## config.mk

```make
export PLATFORM = sky130hd
export DESIGN_NAME = cfgport_top
export DESIGN_NICKNAME = d
export VERILOG_FILES = /design/src/rtl/cfgport_pkg.sv /design/src/rtl/cfgport_ptr.sv /design/src/rtl/cfgport_bank.sv /design/src/rtl/cfgport_rsp.sv /design/src/rtl/cfgport_top.sv
export SDC_FILE = /design/constraint.sdc
export NUM_CORES = 1
export LEC_CHECK = 0
export ABC_AREA = 1
export BUFFER_PORTS_ARGS = -buffer_cell sky130_fd_sc_hd__buf_2
export CORE_MARGIN = 5
export CORE_UTILIZATION = 45
export CTS_CLUSTER_DIAMETER = 100
export DETAILED_ROUTE_END_ITERATION = 6
export GPL_TIMING_DRIVEN = 0
export PLACE_DENSITY_LB_ADDON = 0.25
export SLEW_MARGIN = 20
export SYNTH_ARGS = -nofsm -noshare
export SYNTH_HDL_FRONTEND = slang
export SYNTH_SLANG_ARGS = --single-unit
```

## constraint.sdc

```tcl
create_clock -name clk -period 3 [get_ports clk]
set_clock_uncertainty 0.05 [all_clocks]
set_input_delay 0.9 -clock clk [delete_from_list [all_inputs] [get_ports clk]]
set_output_delay 0.9 -clock clk [all_outputs]
set_load 0.01 [all_outputs]
```

## src/rtl/cfgport_pkg.sv

```systemverilog
package cfgport_pkg;
  localparam int NBANK  = 2;
  localparam int BASE_W = 16;
  localparam int BYTE_W = 8;
  localparam int RA_W   = 10;
  localparam int IDX_W  = 3;
  localparam int RA_HI_W = RA_W - BYTE_W;

  localparam logic [IDX_W-1:0] IX_CMD  = 3'd0;
  localparam logic [IDX_W-1:0] IX_GEN  = 3'd1;
  localparam logic [IDX_W-1:0] IX_RAL  = 3'd2;
  localparam logic [IDX_W-1:0] IX_RAH  = 3'd3;
  localparam logic [IDX_W-1:0] IX_CTL  = 3'd4;
  localparam logic [IDX_W-1:0] IX_DTM  = 3'd5;
  localparam logic [IDX_W-1:0] IX_CTM  = 3'd6;
  localparam logic [IDX_W-1:0] IX_LAST = IX_CTM;
  localparam logic [IDX_W-1:0] IX_VOID = 3'd7;

  localparam int P_AINC    = 7;
  localparam int P_WAIT    = 6;
  localparam int P_NOBURST = 5;
  localparam int P_DEVSEL  = 4;
  localparam int P_BANK    = 3;

  localparam logic [BYTE_W-1:0] PTR_RST     = 8'h50;
  localparam logic [BYTE_W-1:0] PTR_RD_MASK = 8'hDF;
  localparam logic [BYTE_W-1:0] GEN_MASK    = 8'hFB;
  localparam logic [BYTE_W-1:0] GEN_RST     = 8'h01;
  localparam logic [BYTE_W-1:0] DTM_RST     = 8'hF5;
  localparam logic [BYTE_W-1:0] CTM_RST     = 8'hDE;

  localparam int RAH_EN_BIT  = 7;
  localparam int RAH_CLR_BIT = 6;
  localparam int RAH_M4_BIT  = 4;

  typedef struct packed {
    logic [BASE_W-1:0] cmd_base;
    logic [BASE_W-1:0] ctl_base;
    logic [BYTE_W-1:0] gen;
    logic [RA_W-1:0]   ra_cnt;
    logic              ra_en;
    logic              mode4;
    logic [BYTE_W-1:0] dtm;
    logic [BYTE_W-1:0] ctm;
  } bank_cfg_t;

  function automatic logic [BASE_W-1:0] cmd_base_rst(input int b);
    return (b == 0) ? 16'h01F0 : 16'h0170;
  endfunction

  function automatic logic [BASE_W-1:0] ctl_base_rst(input int b);
    return (b == 0) ? 16'h03F6 : 16'h0376;
  endfunction

  function automatic logic [IDX_W-1:0] idx_step(input logic [IDX_W-1:0] i);
    return (i == IX_LAST) ? '0 : i + 1'b1;
  endfunction
endpackage

```

## src/rtl/cfgport_ptr.sv

```systemverilog
module cfgport_ptr
  import cfgport_pkg::*;
(
  input  logic              clk,
  input  logic              rst_n,
  input  logic              ptr_wr,
  input  logic [BYTE_W-1:0] ptr_wdata,
  input  logic              data_acc,
  output logic [BYTE_W-1:0] ptr_q
);
  logic [IDX_W-1:0] idx_next;

  assign idx_next = idx_step(ptr_q[IDX_W-1:0]);

  always_ff @(posedge clk) begin
    if (!rst_n) begin
      ptr_q <= PTR_RST;
    end else if (ptr_wr) begin
      ptr_q <= ptr_wdata;
    end else if (data_acc && ptr_q[P_AINC]) begin
      ptr_q[IDX_W-1:0] <= idx_next;
    end
  end
endmodule

```

## src/rtl/cfgport_bank.sv

```systemverilog
module cfgport_bank
  import cfgport_pkg::*;
#(
  parameter int BANK_ID = 0
) (
  input  logic              clk,
  input  logic              rst_n,
  input  logic              wr_en,
  input  logic [IDX_W-1:0]  idx,
  input  logic [BASE_W-1:0] wdata,
  output bank_cfg_t         cfg,
  output logic              fifo_clr,
  output logic [BASE_W-1:0] rdata
);
  localparam logic [BASE_W-1:0] CMD_RST = cmd_base_rst(BANK_ID);
  localparam logic [BASE_W-1:0] CTL_RST = ctl_base_rst(BANK_ID);

  logic [BYTE_W-1:0] wbyte;
  assign wbyte = wdata[BYTE_W-1:0];

  always_ff @(posedge clk) begin
    if (!rst_n) begin
      cfg.cmd_base <= CMD_RST;
      cfg.ctl_base <= CTL_RST;
      cfg.gen      <= GEN_RST;
      cfg.ra_cnt   <= '0;
      cfg.ra_en    <= 1'b0;
      cfg.mode4    <= 1'b0;
      cfg.dtm      <= DTM_RST;
      cfg.ctm      <= CTM_RST;
    end else if (wr_en) begin
      case (idx)
        IX_CMD: cfg.cmd_base <= wdata;
        IX_GEN: cfg.gen <= wbyte & GEN_MASK;
        IX_RAL: cfg.ra_cnt[BYTE_W-1:0] <= wbyte;
        IX_RAH: begin
          cfg.ra_cnt[RA_W-1:BYTE_W] <= wbyte[RA_HI_W-1:0];
          cfg.ra_en <= wbyte[RAH_EN_BIT];
          cfg.mode4 <= wbyte[RAH_M4_BIT];
        end
        IX_CTL: cfg.ctl_base <= wdata;
        IX_DTM: cfg.dtm <= wbyte;
        IX_CTM: cfg.ctm <= wbyte;
        default: ;
      endcase
    end
  end

  always_ff @(posedge clk) begin
    if (!rst_n) fifo_clr <= 1'b0;
    else        fifo_clr <= wr_en && (idx == IX_RAH) && wbyte[RAH_CLR_BIT];
  end

  always_comb begin
    rdata = '0;
    case (idx)
      IX_CMD: rdata = cfg.cmd_base;
      IX_GEN: rdata = {{(BASE_W-BYTE_W){1'b0}}, cfg.gen};
      IX_CTL: rdata = cfg.ctl_base;
      IX_DTM: rdata = {{(BASE_W-BYTE_W){1'b0}}, cfg.dtm};
      IX_CTM: rdata = {{(BASE_W-BYTE_W){1'b0}}, cfg.ctm};
      default: rdata = '0;
    endcase
  end
endmodule

```

## src/rtl/cfgport_rsp.sv

```systemverilog
module cfgport_rsp #(
  parameter int W = 16
) (
  input  logic         clk,
  input  logic         rst_n,
  input  logic         load,
  input  logic [W-1:0] load_data,
  output logic         rsp_valid,
  input  logic         rsp_ready,
  output logic [W-1:0] rsp_rdata,
  output logic         can_take
);
  assign can_take = !rsp_valid || rsp_ready;

  always_ff @(posedge clk) begin
    if (!rst_n) begin
      rsp_valid <= 1'b0;
      rsp_rdata <= '0;
    end else if (load) begin
      rsp_valid <= 1'b1;
      rsp_rdata <= load_data;
    end else if (rsp_ready) begin
      rsp_valid <= 1'b0;
    end
  end
endmodule

```

## src/rtl/cfgport_top.sv

```systemverilog
module cfgport_top
  import cfgport_pkg::*;
(
  input  logic                     clk,
  input  logic                     rst_n,
  input  logic                     req_valid,
  output logic                     req_ready,
  input  logic                     req_sel,
  input  logic                     req_write,
  input  logic [BASE_W-1:0]        req_wdata,
  output logic                     rsp_valid,
  input  logic                     rsp_ready,
  output logic [BASE_W-1:0]        rsp_rdata,
  output logic [NBANK*BASE_W-1:0]  cmd_base_o,
  output logic [NBANK*BASE_W-1:0]  ctl_base_o,
  output logic [NBANK*BYTE_W-1:0]  gen_cfg_o,
  output logic [NBANK*RA_W-1:0]    ra_count_o,
  output logic [NBANK-1:0]         ra_enable_o,
  output logic [NBANK-1:0]         ra_mode4_o,
  output logic [NBANK-1:0]         fifo_clr_o,
  output logic [NBANK*BYTE_W-1:0]  data_tim_o,
  output logic [NBANK*BYTE_W-1:0]  cmd_tim_o,
  output logic                     posted_wait_o,
  output logic                     burst_dis_o,
  output logic                     devsel_med_o
);
  logic              take;
  logic              ptr_wr;
  logic              data_acc;
  logic              rd_take;
  logic [BYTE_W-1:0] ptr_q;
  logic [IDX_W-1:0]  cur_idx;
  logic              cur_bank;
  logic [BASE_W-1:0] bank_rdata [NBANK];
  logic [BASE_W-1:0] rd_mux;

  assign take     = req_valid && req_ready;
  assign cur_idx  = ptr_q[IDX_W-1:0];
  assign cur_bank = ptr_q[P_BANK];
  assign ptr_wr   = take && req_write && !req_sel;
  assign data_acc = take && req_sel && (cur_idx != IX_VOID);
  assign rd_take  = take && !req_write;

  cfgport_ptr u_ptr (
    .clk      (clk),
    .rst_n    (rst_n),
    .ptr_wr   (ptr_wr),
    .ptr_wdata(req_wdata[BYTE_W-1:0]),
    .data_acc (data_acc),
    .ptr_q    (ptr_q)
  );

  assign posted_wait_o = ptr_q[P_WAIT];
  assign burst_dis_o   = ptr_q[P_NOBURST];
  assign devsel_med_o  = ptr_q[P_DEVSEL];

  for (genvar b = 0; b < NBANK; b++) begin : g_bank
    bank_cfg_t cfg;
    logic      wr_en;
    logic      clr;

    assign wr_en = data_acc && req_write && (cur_bank == b[0]);

    cfgport_bank #(.BANK_ID(b)) u_bank (
      .clk     (clk),
      .rst_n   (rst_n),
      .wr_en   (wr_en),
      .idx     (cur_idx),
      .wdata   (req_wdata),
      .cfg     (cfg),
      .fifo_clr(clr),
      .rdata   (bank_rdata[b])
    );

    assign cmd_base_o[b*BASE_W +: BASE_W] = cfg.cmd_base;
    assign ctl_base_o[b*BASE_W +: BASE_W] = cfg.ctl_base;
    assign gen_cfg_o[b*BYTE_W +: BYTE_W]  = cfg.gen;
    assign ra_count_o[b*RA_W +: RA_W]     = cfg.ra_cnt;
    assign ra_enable_o[b]                 = cfg.ra_en;
    assign ra_mode4_o[b]                  = cfg.mode4;
    assign fifo_clr_o[b]                  = clr;
    assign data_tim_o[b*BYTE_W +: BYTE_W] = cfg.dtm;
    assign cmd_tim_o[b*BYTE_W +: BYTE_W]  = cfg.ctm;
  end

  always_comb begin
    if (!req_sel) rd_mux = {{(BASE_W-BYTE_W){1'b0}}, ptr_q & PTR_RD_MASK};
    else          rd_mux = bank_rdata[cur_bank];
  end

  cfgport_rsp #(.W(BASE_W)) u_rsp (
    .clk      (clk),
    .rst_n    (rst_n),
    .load     (rd_take),
    .load_data(rd_mux),
    .rsp_valid(rsp_valid),
    .rsp_ready(rsp_ready),
    .rsp_rdata(rsp_rdata),
    .can_take (req_ready)
  );
endmodule

```

==> results of run 1 <==
[kinds of logic after synthesis]
| kind of cell | Yosys count | synth area share (%) |
|---|---|---|
| AOI/OAI and AO/OA | 106 | 8.07 |
| adders and majority gates | 2 | 0.348 |
| buffers and inverters | 162 | 9.81 |
| DFF | 161 | 44.8 |
| other | 1 | 0.0521 |
| and+or+nand+nor | 636 | 36.9 |
[worst paths after layout]
kind                            slack [ns]                                  start                               endpoint
worst min-delay path                  0.41  g_bank[0].u_bank.cfg[24]$_SDFFE_PN0P_  g_bank[0].u_bank.cfg[24]$_SDFFE_PN0P_
worst max register to register        0.72           u_rsp.rsp_valid$_SDFFE_PN0P_        u_rsp.rsp_rdata[8]$_SDFFE_PN0P_
worst max-delay path                  0.48                              rsp_ready        u_rsp.rsp_rdata[8]$_SDFFE_PN0P_
worst min register to register        0.41  g_bank[0].u_bank.cfg[24]$_SDFFE_PN0P_  g_bank[0].u_bank.cfg[24]$_SDFFE_PN0P_
[through the flow]
step / power, mW / setup WS (ns) / cell area [sq um]
6_report: 4.84 / 0.476 / 8940
5_1_grt: 4.99 / 0.318 / 8940
4_1_cts: 4.84 / 0.569 / 8940
3_5_place_dp: 2.70 / 0.125 / 8360
3_3_place_gp: 2.70 / 0.105 / 8360
2_1_floorplan: 2.52 / 0.779 / 7200
[Yosys cell counts, drive strengths merged, types with 2 or more instances]
master  instances
nor2          126
nand2         384
nand3         114
o211ai         10
clkbuf         30
o21ai          23
buf            37
dfxtp         161
ha              2
nand3b          2
o221ai          6
nor3            5
inv            94
a21oi          66
nand4           5
[area by class of cell]
class,count,share of cell area (%)
Buffer,67,3.91
Timing Repair Buffer,177,9.91
Sequential cell,161,36.1
Clock buffer,22,5.31
Multi-Input combinational cell,746,36.6
Tap cell,216,3.02
Clock inverter,10,1.20
Inverter,95,3.99
[sequential cells by signal (all words and copies together) (netlist names)]
name,count
u_rsp.rsp_valid,1
u_ptr.ptr_q,8
g_bank.u_bank.fifo_clr,2
u_rsp.rsp_rdata,16
g_bank.u_bank.cfg,134
[layout by cell type, fill, tap and decap left out]
cell / count
clkbuf_16: 17
nor2_1: 119
bufinv_16: 2
nand3_1: 114
buf_2: 198
conb_1: 2
nor2_2: 4
o21ai_0: 23
a21oi_1: 66
nand2_4: 4
buf_4: 11
nor2_4: 1
nor3_4: 1
nand2_2: 4
nor2_8: 2
dfxtp_1: 161
clkinv_2: 6
ha_1: 2
nand2_1: 376
a21boi_0: 1
nand3b_1: 2
o211ai_1: 10
clkinv_4: 1
inv_1: 90
clkbuf_1: 32
buf_6: 4
clkinv_1: 1
inv_2: 4
inv_6: 1
nand4_1: 5
nor3_1: 4
o221ai_1: 6
buf_1: 1
clkbuf_8: 3
[critical path, stage by stage]
cell and delay, ns:
buf_2 0.07, inv_1 0.04, a21boi_0 0.30, nand2_1 0.29
nor2_1 0.72, nand3_1 0.32, a21oi_1 0.19
[per-layer routing]
layer,vias up,global-route usage [%]
li1,3742,-
met3,53,6.44
met4,2,10.5
met1,3547,38.4
met2,413,41.9
met5,-,0
[power by group through the flow]
stage                     combinational [mW]  sequential, mW  clock (mW)
final                                  0.473            2.20        2.17
after global routing                   0.518            2.20        2.28
after CTS                              0.462            2.20        2.18
after detailed placement               0.458            2.24           0
after global placement                 0.458            2.24           0
after floorplan                        0.262            2.25           0
==> flow_summary_export.csv, run 1 <==
group,metric,value,unit
outcome,status,"finished, final reports clean",
final_layout,stdcell_count,1494,
cts,cts_made_buffers,17,
routing,vias,7757,
timing,worst_pin_slew,0.858,ns
synthesis,ys_seq_elements,161,
setup_path,endpoint_kind,"flop",
setup_path,critPathKind,"primary input to flop",
floorplan,die_h,136,um
grt,grt_max_degree,17,
floorplan,fp.dieW,136,um
final_layout,fin_util,56.7,%
placed_design,io_buffers,177,
final_layout,n_antenna_cell,0,
grt,grt_use_total,27.7,%
placed_design,dp_cells,1462,
routing,top_layer_used,"met5",
pwr,p_seq_share,45.4,%
timing,setup_violations,0,
cts,ctsRootBufferMaster,"clkbuf_16",
pwr,leakage,4.70,nW
timing,slew_headroom,42.6,%
floorplan,die-area,18600,sq um
pwr,p_switching,1.25,mW
routing,ant_nets,0,
synthesis,synth_top_area_share,44.8,%
cts,cts.reportedPaths.clkPinSlew,0.06,ns
min_path,hold_class,"flop to flop",
synthesis,ys_async_sr_fraction,0,%
setup_path,worst_ep_arrival_time,2.83,ns
synthesis,synth_top_cell_by_area,"dfxtp_1",
grt,grt_pass1_vias,7037,
cts,htree_levels,4,
pwr,p_int,3.59,mW
routing,vias_per_cell,5.19,
placed_design,hpwl,18800,um
synthesis,syn_inst,1068,
final_layout,area_growth,24.2,%
cts,post_cts_buffers,0,
final_layout,regArea,3220,sq um
cts,cts_tree,"built",
placed_design,place.gp.congestion,0.917,
synthesis,synth.avg_cell_area,6.74,sq um
grt,grt_remaining_overflow,0,
timing,hold_slack,0.405,ns
routing,wl_met2,11600,um
cts,ctsResizeCount,0,
routing,drtIter0Drc,882,
synthesis,ys_warn_count,0,
cts,clock_latency,0.44,ns
routing,dr.pass1.iters,5,
pwr,powerDensity,542,nW/um^2
setup_path,startpoint_type,"primary input",
timing,final.setup.tns,0,ns
timing,timing.fmax,396,MHz
routing,routed_wl,25800,um
setup_path,cp.required,3.31,ns
pwr,comb_power_share,9.8,%
timing,post-route-period-util,84.1,%
final_layout,fillerInstances,1575,
final_layout,num-nets-final,1289,
synthesis,synth_edf_count,0,
synthesis,synth_area,7200,sq um
min_path,holdPathStages,2,
timing,rsz0062_at_grt,"no",
pwr,swShare,25.9,%
routing,met3_length,2720,um
grt,antenna_found_initial,1,
timing,min_period,2.52,ns
synthesis,ys_types,28,
final_layout,multi_input_area,3270,sq um
routing,drc_errors,0,
cts,cts_buffer_depth,2,
floorplan,row_count,46,
pwr,clkPwrFrac,44.8,%
floorplan,num_io_pins,181,
setup_path,reg2reg_depth,5,
cts,cts_sinks,161,
pwr,peakVddDrop,425,uV
synthesis,synth_area_leaders,"dfxtp_1 45%, nand2_1 20%, nand3_1 7.9%, nor2_1 6.2%, inv_1 4.7%",
timing,slew_violations,0,
flow_run,maxCapViolCount,0,
routing,avgRoutedWirePerCell,17.2,um
synthesis,synth_seq_area_share,44.8,%
floorplan,core,15800,sq um
final_layout,layout-drive-gt1-share,20.6,%
timing,finalHoldViolCount,0,
routing,m1WireLength,10700,um
setup_path,cp_max_fo,9,
cts,hold_buffers,0,
grt,grt_pass1_wl,39000,um
synthesis,synth_flop_cell,"dfxtp_1",
floorplan,start_util,45.6,%
(Power assumes the default switching activity.)
==> inputs of run 2 (changes only) <==
==> constraint.sdc (replaced) <==
create_clock -name clk -period 2.3 [get_ports clk]
set_clock_uncertainty 0.05 [all_clocks]
set_input_delay 0.69 -clock clk [delete_from_list [all_inputs] [get_ports clk]]
set_output_delay 0.69 -clock clk [all_outputs]
set_load 0.01 [all_outputs]
==> run 2 against run 1 <==
Compared with the run above: wire length is essentially flat; sequential power grew 30%; sequential share of layout area shrank 0.050 points; combinational power grew 31%; critical path type is now flop to flop; critical endpoint is now g_bank[0].u_bank.cfg[56]$_SDFFE_PN1P_; highest routed layer unchanged; via count is essentially flat.
==> flow_summary_export.csv, run 2 (same netlist as run 1, synthesis figures left out) <==
group,metric,value,unit
pwr,leakage,4.71,nW
final_layout,final_common_cell,"nand2_1",
timing,slew_headroom,45.5,%
pwr,clkPwrFrac,44.7,%
cts,cts_sinks,161,
timing,post-route-period-util,95.1,%
final_layout,layout-drive-gt1-share,20.8,%
setup_path,critPathKind,"flop to flop",
routing,vias_per_cell,5.19,
setup_path,path_cells,"buf_2 > nand2_1 > inv_1 > ha_1 > nor3_4 > nand2_4 > nor2_8 > nand2_4 > buf_2 > nand2_1 > nand3_1",
final_layout,area_growth,24.4,%
timing,timing.fmax,457,MHz
cts,cts_made_buffers,17,
cts,hold_buffers,0,
setup_path,cp_max_fo,10,
floorplan,fp.dieW,136,um
setup_path,critical_path.slowest_cell,"dfxtp_1",
floorplan,start_util,45.6,%
cts,ctsRootBufferMaster,"clkbuf_16",
routing,avgRoutedWirePerCell,17.2,um
pwr,peakVddDrop,553,uV
final_layout,fillerInstances,1573,
grt,grt_max_degree,17,
setup_path,critPathMaxStageDelay,0.29,ns
pwr,comb_power_share,9.8,%
pwr,swShare,25.8,%
timing,hold_slack,0.405,ns
min_path,hold_class,"flop to flop",
final_layout,n_antenna_cell,0,
final_layout,final_cell_mix,"376 x nand2_1, 198 x buf_2, 161 x dfxtp_1",
routing,vias,7754,
setup_path,path_buf_inv,3,
routing,dr.pass1.iters,6,
placed_design,dp_cells,1462,
final_layout,regMostFlops,"g_bank.u_bank.cfg",
final_layout,num-nets-final,1290,
cts,clock_latency,0.44,ns
floorplan,die_h,136,um
setup_path,rr_endpoint,"g_bank[0].u_bank.cfg[56]$_SDFFE_PN1P_",
timing,slew_violations,0,
setup_path,reg2reg_depth,11,
setup_path,path_delay_family,"simple AND/OR/NAND/NOR gates",
timing,finalHoldViolCount,0,
setup_path,worst_ep_arrival_time,2.44,ns
floorplan,core,15800,sq um
pwr,p_switching,1.63,mW
setup_path,reg2reg_from,"u_ptr.ptr_q[1]$_SDFFE_PN0P_",
placed_design,post-place-ws,-0.365,ns
min_path,hold_start,"g_bank[0].u_bank.cfg[24]$_SDFFE_PN0P_",
grt,grt_pass1_vias,7037,
routing,ant_nets,0,
placed_design,io_buffers,177,
grt,grt_pass1_wl,39000,um
floorplan,die-area,18600,sq um
timing,setup_violations,0,
routing,drtIter0Drc,854,
setup_path,startpoint_type,"flop",
placed_design,hpwl,18800,um
min_path,whs_endpoint,"g_bank[0].u_bank.cfg[24]$_SDFFE_PN0P_",
pwr,p_int,4.68,mW
setup_path,endpoint_kind,"flop",
outcome,status,"finished, final reports clean",
setup_path,cp.required,2.55,ns
min_path,holdPathStages,2,
final_layout,largestRegisters,"g_bank.u_bank.cfg (134), u_rsp.rsp_rdata (16), u_ptr.ptr_q (8)",
pwr,p_seq_share,45.4,%
timing,final.setup.tns,0,ns
grt,grt_use_total,27.7,%
timing,worst_pin_slew,0.817,ns
pwr,powerDensity,705,nW/um^2
final_layout,stdcell_count,1495,
floorplan,num_io_pins,181,
setup_path,regToRegSetupSlack,0.11,ns
routing,routed_wl,25800,um
cts,cts.reportedPaths.clkPinSlew,0.06,ns
timing,min_period,2.19,ns
final_layout,largest_register_ffs,134,
routing,drc_errors,0,
flow_run,maxCapViolCount,0,
floorplan,row_count,46,
final_layout,fin_util,56.8,%
cts,htree_levels,4,
placed_design,place.gp.congestion,0.917,
grt,antenna_found_initial,1,
cts,cts_buffer_depth,2,
grt,grt_remaining_overflow,0,
cts,cts_tree,"built",
timing,setup_ws,0.113,ns
==> run 2: cell types whose count changed in the layout (fill, tap and decap cells not counted) <==
cell,previous run,this run
buf_4,11,12
nor2_1,119,117
nor2_2,4,6
==> run 2: worst max path at each step <==
| stage | start | endpoint | slack, ns | depth (start not counted) |
|---|---|---|---|---|
| global route | u_ptr.ptr_q[1]$_SDFFE_PN0P_ | g_bank[0].u_bank.cfg[41]$_SDFFE_PN1P_ | -0.0003 | 11 |
| detailed placement | rsp_ready | u_rsp.rsp_rdata[8]$_SDFFE_PN0P_ | -0.36 | 7 |
| finish | u_ptr.ptr_q[1]$_SDFFE_PN0P_ | g_bank[0].u_bank.cfg[56]$_SDFFE_PN1P_ | 0.11 | 11 |
| CTS | rsp_ready | u_rsp.rsp_rdata[8]$_SDFFE_PN0P_ | 0.08 | 7 |
| global placement | rsp_ready | u_rsp.rsp_rdata[8]$_SDFFE_PN0P_ | -0.39 | 7 |
| floorplan | rsp_ready | g_bank[1].u_bank.cfg[56]$_SDFFE_PN1P_ | 0.29 | 11 |
==> run 2: worst reg2reg max path: stages, from the launching register on <==
cell	delay, ns
dfxtp_1	0.29
buf_2	0.18
nand2_1	0.09
inv_1	0.06
ha_1	0.22
nor3_4	0.20
nand2_4	0.14
nor2_8	0.26
nand2_4	0.16
buf_2	0.25
nand2_1	0.09
nand3_1	0.07
==> run 2: routing by layer <==
metal / global-route usage [%] / vias up / routed length, um
li1: - / 3750 / -
met1: 38.4 / 3549 / 10700
met2: 41.9 / 401 / 11600
met3: 6.44 / 52 / 2720
met4: 10.5 / 2 / 709
met5: 0 / - / 13
==> run 2: metrics by stage <==
step | cell area (sq um) | power, mW
finish | 8950 | 6.31
floorplan | 7200 | 3.28
global route | 8950 | 6.52
CTS | 8940 | 6.31
global placement | 8360 | 3.52
detailed placement | 8360 | 3.53
==> run 2: power by group through the flow <==
stage          combinational [mW]  clock [mW]  sequential, mW
2_1_floorplan               0.342           0            2.94
3_3_place_gp                0.597           0            2.93
3_5_place_dp                0.598           0            2.93
4_1_cts                     0.603        2.84            2.87
5_1_grt                     0.679        2.97            2.87
6_report                    0.620        2.82            2.87
==> run 2: timing repair <==
action	4_1_cts	5_1_grt
endpoints found under the setup margin	0	19
resized for setup	0	2
setup buffers	0	1
==> run 2: layout make-up <==
type                    instances  area, sq um  share of cell area, %
multi-input cells             746         3280                   36.6
flip-flops and latches        161         3220                   36.0
repair buffers                178          893                   9.98
clock buffers                  22          474                   5.30
inverters                      95          357                   3.98
plain buffers                  67          349                   3.90
well taps                     216          270                   3.02
clock inverters                10          108                   1.20
